File: config.mk
export PLATFORM = sky130hd
export DESIGN_NAME = dco_mod_seq
export DESIGN_NICKNAME = d
export VERILOG_FILES = /design/src/rtl/dco_mod_pkg.sv /design/src/rtl/dco_ctrl_reg.sv /design/src/rtl/dco_frame_timer.sv /design/src/rtl/dco_dither_core.sv /design/src/rtl/dco_mod_seq.sv
export SDC_FILE = /design/constraint.sdc
export NUM_CORES = 1
export LEC_CHECK = 0
export ABC_AREA = 0
export BUFFER_PORTS_ARGS = -buffer_cell sky130_fd_sc_hd__buf_4
export CAP_MARGIN = 30
export CORE_MARGIN = 10
export CORE_UTILIZATION = 36
export CTS_CLUSTER_SIZE = 40
export DETAILED_ROUTE_END_ITERATION = 16
export GPL_TIMING_DRIVEN = 0
export MAX_ROUTING_LAYER = met4
export PLACE_DENSITY_LB_ADDON = 0.2
export SYNTH_ARGS = -nofsm -noshare
export SYNTH_HDL_FRONTEND = slang
export SYNTH_SLANG_ARGS = --single-unit
File: constraint.sdc
create_clock -name clk -period 2.16 [get_ports clk]
set_clock_uncertainty 0.1 [all_clocks]
set_input_delay 0.324 -clock clk [delete_from_list [all_inputs] [get_ports clk]]
set_output_delay 0.324 -clock clk [all_outputs]
set_load 0.005 [all_outputs]
File: src/rtl/dco_mod_pkg.sv
package dco_mod_pkg;
  localparam int unsigned TAP_BITS  = 3;
  localparam int unsigned CNT_BITS  = 5;
  localparam int unsigned BYTE_BITS = TAP_BITS + CNT_BITS;
  localparam int unsigned ADDR_BITS = 8;
  localparam logic [ADDR_BITS-1:0] CTRL_ADDR  = 8'h56;
  localparam logic [BYTE_BITS-1:0] CTRL_RESET = 8'h60;
endpackage

File: src/rtl/dco_ctrl_reg.sv
module dco_ctrl_reg #(
  parameter int unsigned ADDR_W = 8,
  parameter int unsigned DATA_W = 8,
  parameter logic [ADDR_W-1:0] REG_ADDR = '0,
  parameter logic [DATA_W-1:0] RST_VAL  = '0
) (
  input  logic              clk,
  input  logic              rst,
  input  logic [ADDR_W-1:0] bus_addr,
  input  logic              bus_wr,
  input  logic [DATA_W-1:0] bus_wdata,
  output logic [DATA_W-1:0] bus_rdata,
  output logic [DATA_W-1:0] reg_q,
  output logic [DATA_W-1:0] reg_next
);
  logic hit;

  assign hit      = (bus_addr == REG_ADDR);
  assign reg_next = (hit && bus_wr) ? bus_wdata : reg_q;

  always_ff @(posedge clk) begin
    if (rst) reg_q <= RST_VAL;
    else     reg_q <= reg_next;
  end

  assign bus_rdata = hit ? reg_q : '0;
endmodule

File: src/rtl/dco_frame_timer.sv
module dco_frame_timer #(
  parameter int unsigned CNT_W = 5
) (
  input  logic             clk,
  input  logic             rst,
  output logic [CNT_W-1:0] cnt,
  output logic             first,
  output logic             last
);
  localparam logic [CNT_W-1:0] CNT_MAX = '1;

  always_ff @(posedge clk) begin
    if (rst) cnt <= '0;
    else     cnt <= cnt + 1'b1;
  end

  assign first = (cnt == '0);
  assign last  = (cnt == CNT_MAX);
endmodule

File: src/rtl/dco_dither_core.sv
module dco_dither_core #(
  parameter int unsigned TAP_W = 3,
  parameter int unsigned MOD_W = 5,
  parameter logic [TAP_W+MOD_W-1:0] RST_WORD = '0
) (
  input  logic                   clk,
  input  logic                   rst,
  input  logic                   load,
  input  logic [TAP_W+MOD_W-1:0] load_word,
  output logic [TAP_W-1:0]       act_tap,
  output logic [MOD_W-1:0]       act_mod,
  output logic [TAP_W-1:0]       tap_sel
);
  localparam logic [TAP_W-1:0] TAP_TOP = '1;

  logic [MOD_W-1:0] acc;
  logic [MOD_W:0]   sum;
  logic             carry;
  logic             at_top;

  assign sum    = {1'b0, acc} + {1'b0, act_mod};
  assign carry  = sum[MOD_W];
  assign at_top = (act_tap == TAP_TOP);

  always_ff @(posedge clk) begin
    if (rst) begin
      act_tap <= RST_WORD[TAP_W+MOD_W-1:MOD_W];
      act_mod <= RST_WORD[MOD_W-1:0];
      acc     <= '0;
    end else if (load) begin
      act_tap <= load_word[TAP_W+MOD_W-1:MOD_W];
      act_mod <= load_word[MOD_W-1:0];
      acc     <= '0;
    end else begin
      acc     <= sum[MOD_W-1:0];
    end
  end

  always_comb begin
    if (at_top) tap_sel = act_tap;
    else        tap_sel = act_tap + {{(TAP_W-1){1'b0}}, carry};
  end
endmodule

File: src/rtl/dco_mod_seq.sv
module dco_mod_seq
  import dco_mod_pkg::*;
#(
  parameter int unsigned TAP_W = TAP_BITS,
  parameter int unsigned MOD_W = CNT_BITS,
  parameter int unsigned ADDR_W = ADDR_BITS,
  parameter logic [ADDR_W-1:0] REG_ADDR = CTRL_ADDR,
  parameter logic [TAP_W+MOD_W-1:0] RST_VAL = CTRL_RESET
) (
  input  logic                   clk,
  input  logic                   rst,
  input  logic [ADDR_W-1:0]      bus_addr,
  input  logic                   bus_wr,
  input  logic [TAP_W+MOD_W-1:0] bus_wdata,
  output logic [TAP_W+MOD_W-1:0] bus_rdata,
  output logic [TAP_W-1:0]       tap_sel,
  output logic                   frame_start
);
  localparam int unsigned DATA_W = TAP_W + MOD_W;

  logic [DATA_W-1:0] reg_q;
  logic [DATA_W-1:0] reg_next;
  logic [MOD_W-1:0]  frame_cnt;
  logic              frame_last;
  logic [TAP_W-1:0]  act_tap;
  logic [MOD_W-1:0]  act_mod;

  dco_ctrl_reg #(
    .ADDR_W(ADDR_W), .DATA_W(DATA_W), .REG_ADDR(REG_ADDR), .RST_VAL(RST_VAL)
  ) u_reg (
    .clk(clk), .rst(rst), .bus_addr(bus_addr), .bus_wr(bus_wr),
    .bus_wdata(bus_wdata), .bus_rdata(bus_rdata),
    .reg_q(reg_q), .reg_next(reg_next)
  );

  dco_frame_timer #(.CNT_W(MOD_W)) u_timer (
    .clk(clk), .rst(rst), .cnt(frame_cnt),
    .first(frame_start), .last(frame_last)
  );

  dco_dither_core #(.TAP_W(TAP_W), .MOD_W(MOD_W), .RST_WORD(RST_VAL)) u_core (
    .clk(clk), .rst(rst), .load(frame_last), .load_word(reg_next),
    .act_tap(act_tap), .act_mod(act_mod), .tap_sel(tap_sel)
  );
endmodule

==> flow_summary.yaml <==
drt:
  first_pass_iters: 4
  drt_iter0_markers: 36
  viasPerCell: 4.79
  top_layer: "met4"
  wl_met3_um: 103
  drc: 0
  routedWlPerCell_um: 13.8
  wirelength_mm: 2.96
  wl_met1_mm: 1.28
  wl_met2_mm: 1.56
  antenna_left: 0
  vias: 1026
floorplanning:
  core_area_sq_mm: 0.00313
  std_cell_rows: 20
  start_util_pct: 38.6
  pin_count: 31
  dieArea_sq_mm: 0.00607
  die-width_um: 77.9
  die_y_um: 77.9
worst_setup_path:
  slowest_stage: "dfxtp_2"
  cp-start-kind: "flip-flop"
  arrival_ns: 2.01
  crit_chain: "ha_4 -> a21o_1 -> a21oi_2 -> o21ai_1 -> ha_2 -> ha_4 -> nand2_2 -> a21oi_2 -> nor2_1 -> buf_4"
  critical_path_class: "reg -> out"
  cp-end-kind: "output pin"
  cp_data_required_time_ns: 1.74
  crit_fanout: 2
  slowest_delay_ns: 0.36
power_and_ir_drop:
  p_leak_nw: 0.723
  vdd_drop_max_mv: 0.451
  p_per_area_mw_per_mm2: 460
sta:
  setup_viol: 3
  slew_viol_final: 0
  hold_violations: 0
  worst_pin_slew_ns: 0.568
  rsz0062_at_grt: "yes"
  min_period_ns: 2.43
  fin_ws_ns: -0.269
  whs_ns: 0.157
  max_freq_mhz: 412
  period_share_pct: 112
  max_slew_margin_pct: 62.0
  fin_tns_setup_ns: -0.645
logic_synthesis:
  yosysSeqAreaShare_pct: 43.1
  avgSynthCellArea_sq_um: 9.30
  ys_ff_latch: 26
  ys_top_cells_by_area: "dfxtp_1 43%, ha_1 10%, nor2_1 5.6%"
  yosysUniqueCellTypes: 30
  syn_area_sq_mm: 0.00121
  syn_nets: 160
  yosys_warnings: 0
  synth_largest_area_cell: "dfxtp_1"
  synth_cells: 130
  synth_top_area_share_pct: 43.1
worst_hold_path:
  holdCritPathClass: "in -> reg"
clock_network:
  clk_latency_ns: 0.31
  cts.htree.levels: 1
  cts.sinks: 26
  cts_buffer_depth: 2
  cts.clk_slew.worst_paths_ns: 0.13
  cts_buffers: 3
  cts_hold_buf: 0
  cts_tree: "built"
  root_buffer: "clkbuf_4"
final_layout:
  area_growth_pct: 33.6
  final_cell_mix: "36 x buf_4, 24 x dfxtp_1, 18 x nor2_1"
  design_area_sq_mm: 0.00162
  antenna_cells: 0
  layout-drive-gt1-share_pct: 29.4
  fin_nets: 202
  mostFrequentLayoutCell: "buf_4"
run:
  cap_violations: 0
placed_design:
  routabilityCongestion: 0.742
  post_dp_cell_area_sq_mm: 0.00148
  post-place-ws_ns: -0.157
  dp_hpwl_mm: 2.21
  io_buffers: 29
global_routing:
  grt_pass1_vias: 1045
  grt_overflow: 0
  grt_max_degree: 14
  grt_antenna_before_repair: 0
  grt_pass1_wl_mm: 4.95
  grt.total_usage_pct: 10.3
outcome:
  run_status: "finished with violations"
  violations: "negative setup slack"
cell families (layout without fill, tap and decap cells):
logic type	after synthesis	count (layout)	share of synthesized area (%)
AO/OA/AOI/OAI	15	15	8.07
flip-flops	26	26	43.1
buffers and inverters	13	53	4.66
adder cells (fa/ha/maj)	11	11	12.0
XOR/XNOR	3	3	2.17
multiplexers	6	6	4.97
AND/OR/NAND/NOR	56	56	25.1
repair_timing:
item,in CTS,in global routing
resized for setup,12,0
setup endpoints to repair,3,3
buffers inserted,7,1
pin swaps,5,1
cell usage after synthesis (all sizes together):
library cell	number
dfxtp	26
nor2	18
ha	10
and2	8
inv	7
a211oi	6
mux2i	6
nor2b	5
clkbuf	4
nand2	4
nand3	4
nor3	4
a21oi	3
a31oi	2
buf	2
nand2b	2
nand3b	2
nand4bb	2
nor3b	2
nor4	2
o21ai	2
xor2	2
a21boi	1
a21o	1
and3	1
fa	1
nor4b	1
or3	1
xnor2	1
worst max-delay path: cells and delay by family (launching register included):
kind	cells	cell delay (ns)
adder cells (fa/ha/maj)	3	0.58
AO/OA/AOI/OAI	4	0.46
flip-flops	1	0.36
AND/OR/NAND/NOR	2	0.16
buffers and inverters	1	0.12
cell type report:
cell class                      count  area [sq um]
Fill cell                         321          1510
Multi-Input combinational cell     91           677
Timing Repair Buffer               37           282
Inverter                            7          26.3
Tap cell                           44          55.1
Clock buffer                        3          22.5
Buffer                              6          30.0
Sequential cell                    26           523
sequential cells by signal (all words and copies together) (netlist names):
name / count
u_core.acc: 5
u_core.act_mod: 5
u_core.act_tap: 3
u_reg.reg_q: 8
u_timer.cnt: 5
per-stage QoR:
stage | std cells | total power, mW | utilization (%)
CTS | 213 | 0.751 | 51.4
global route | 214 | 0.783 | 51.6
finish | 214 | 0.744 | 51.6
global placement | 203 | 0.554 | 47.4
floorplan | 130 | 0.520 | -
detailed placement | 203 | 0.556 | 47.4
power by group:
group	internal, mW	leakage [nW]	switching, mW
Clock	0.0653	0.0138	0.135
Sequential	0.484	0.211	0.00459
Combinational	0.0336	0.498	0.0212
per-layer routing:
layer / global-route usage (%) / vias to the layer above
met2: 17.8 / 16
met4: 2.15 / 0
li1: - / 523
met1: 11.4 / 485
met5: - / -
met3: 3.00 / 2
final timing paths:
path,slack [ns],cells past startpoint,from,end
worst min register to register,0.38,1,u_timer.cnt[0],u_timer.cnt[0]
worst max-delay path,-0.27,10,u_core.acc[1],tap_sel[2]
worst max register to register,0.08,12,u_core.act_mod[1],u_core.acc[3]
worst min-delay path,0.16,3,bus_wdata[7],u_reg.reg_q[7]
Power figures use the tool's default switching activity.
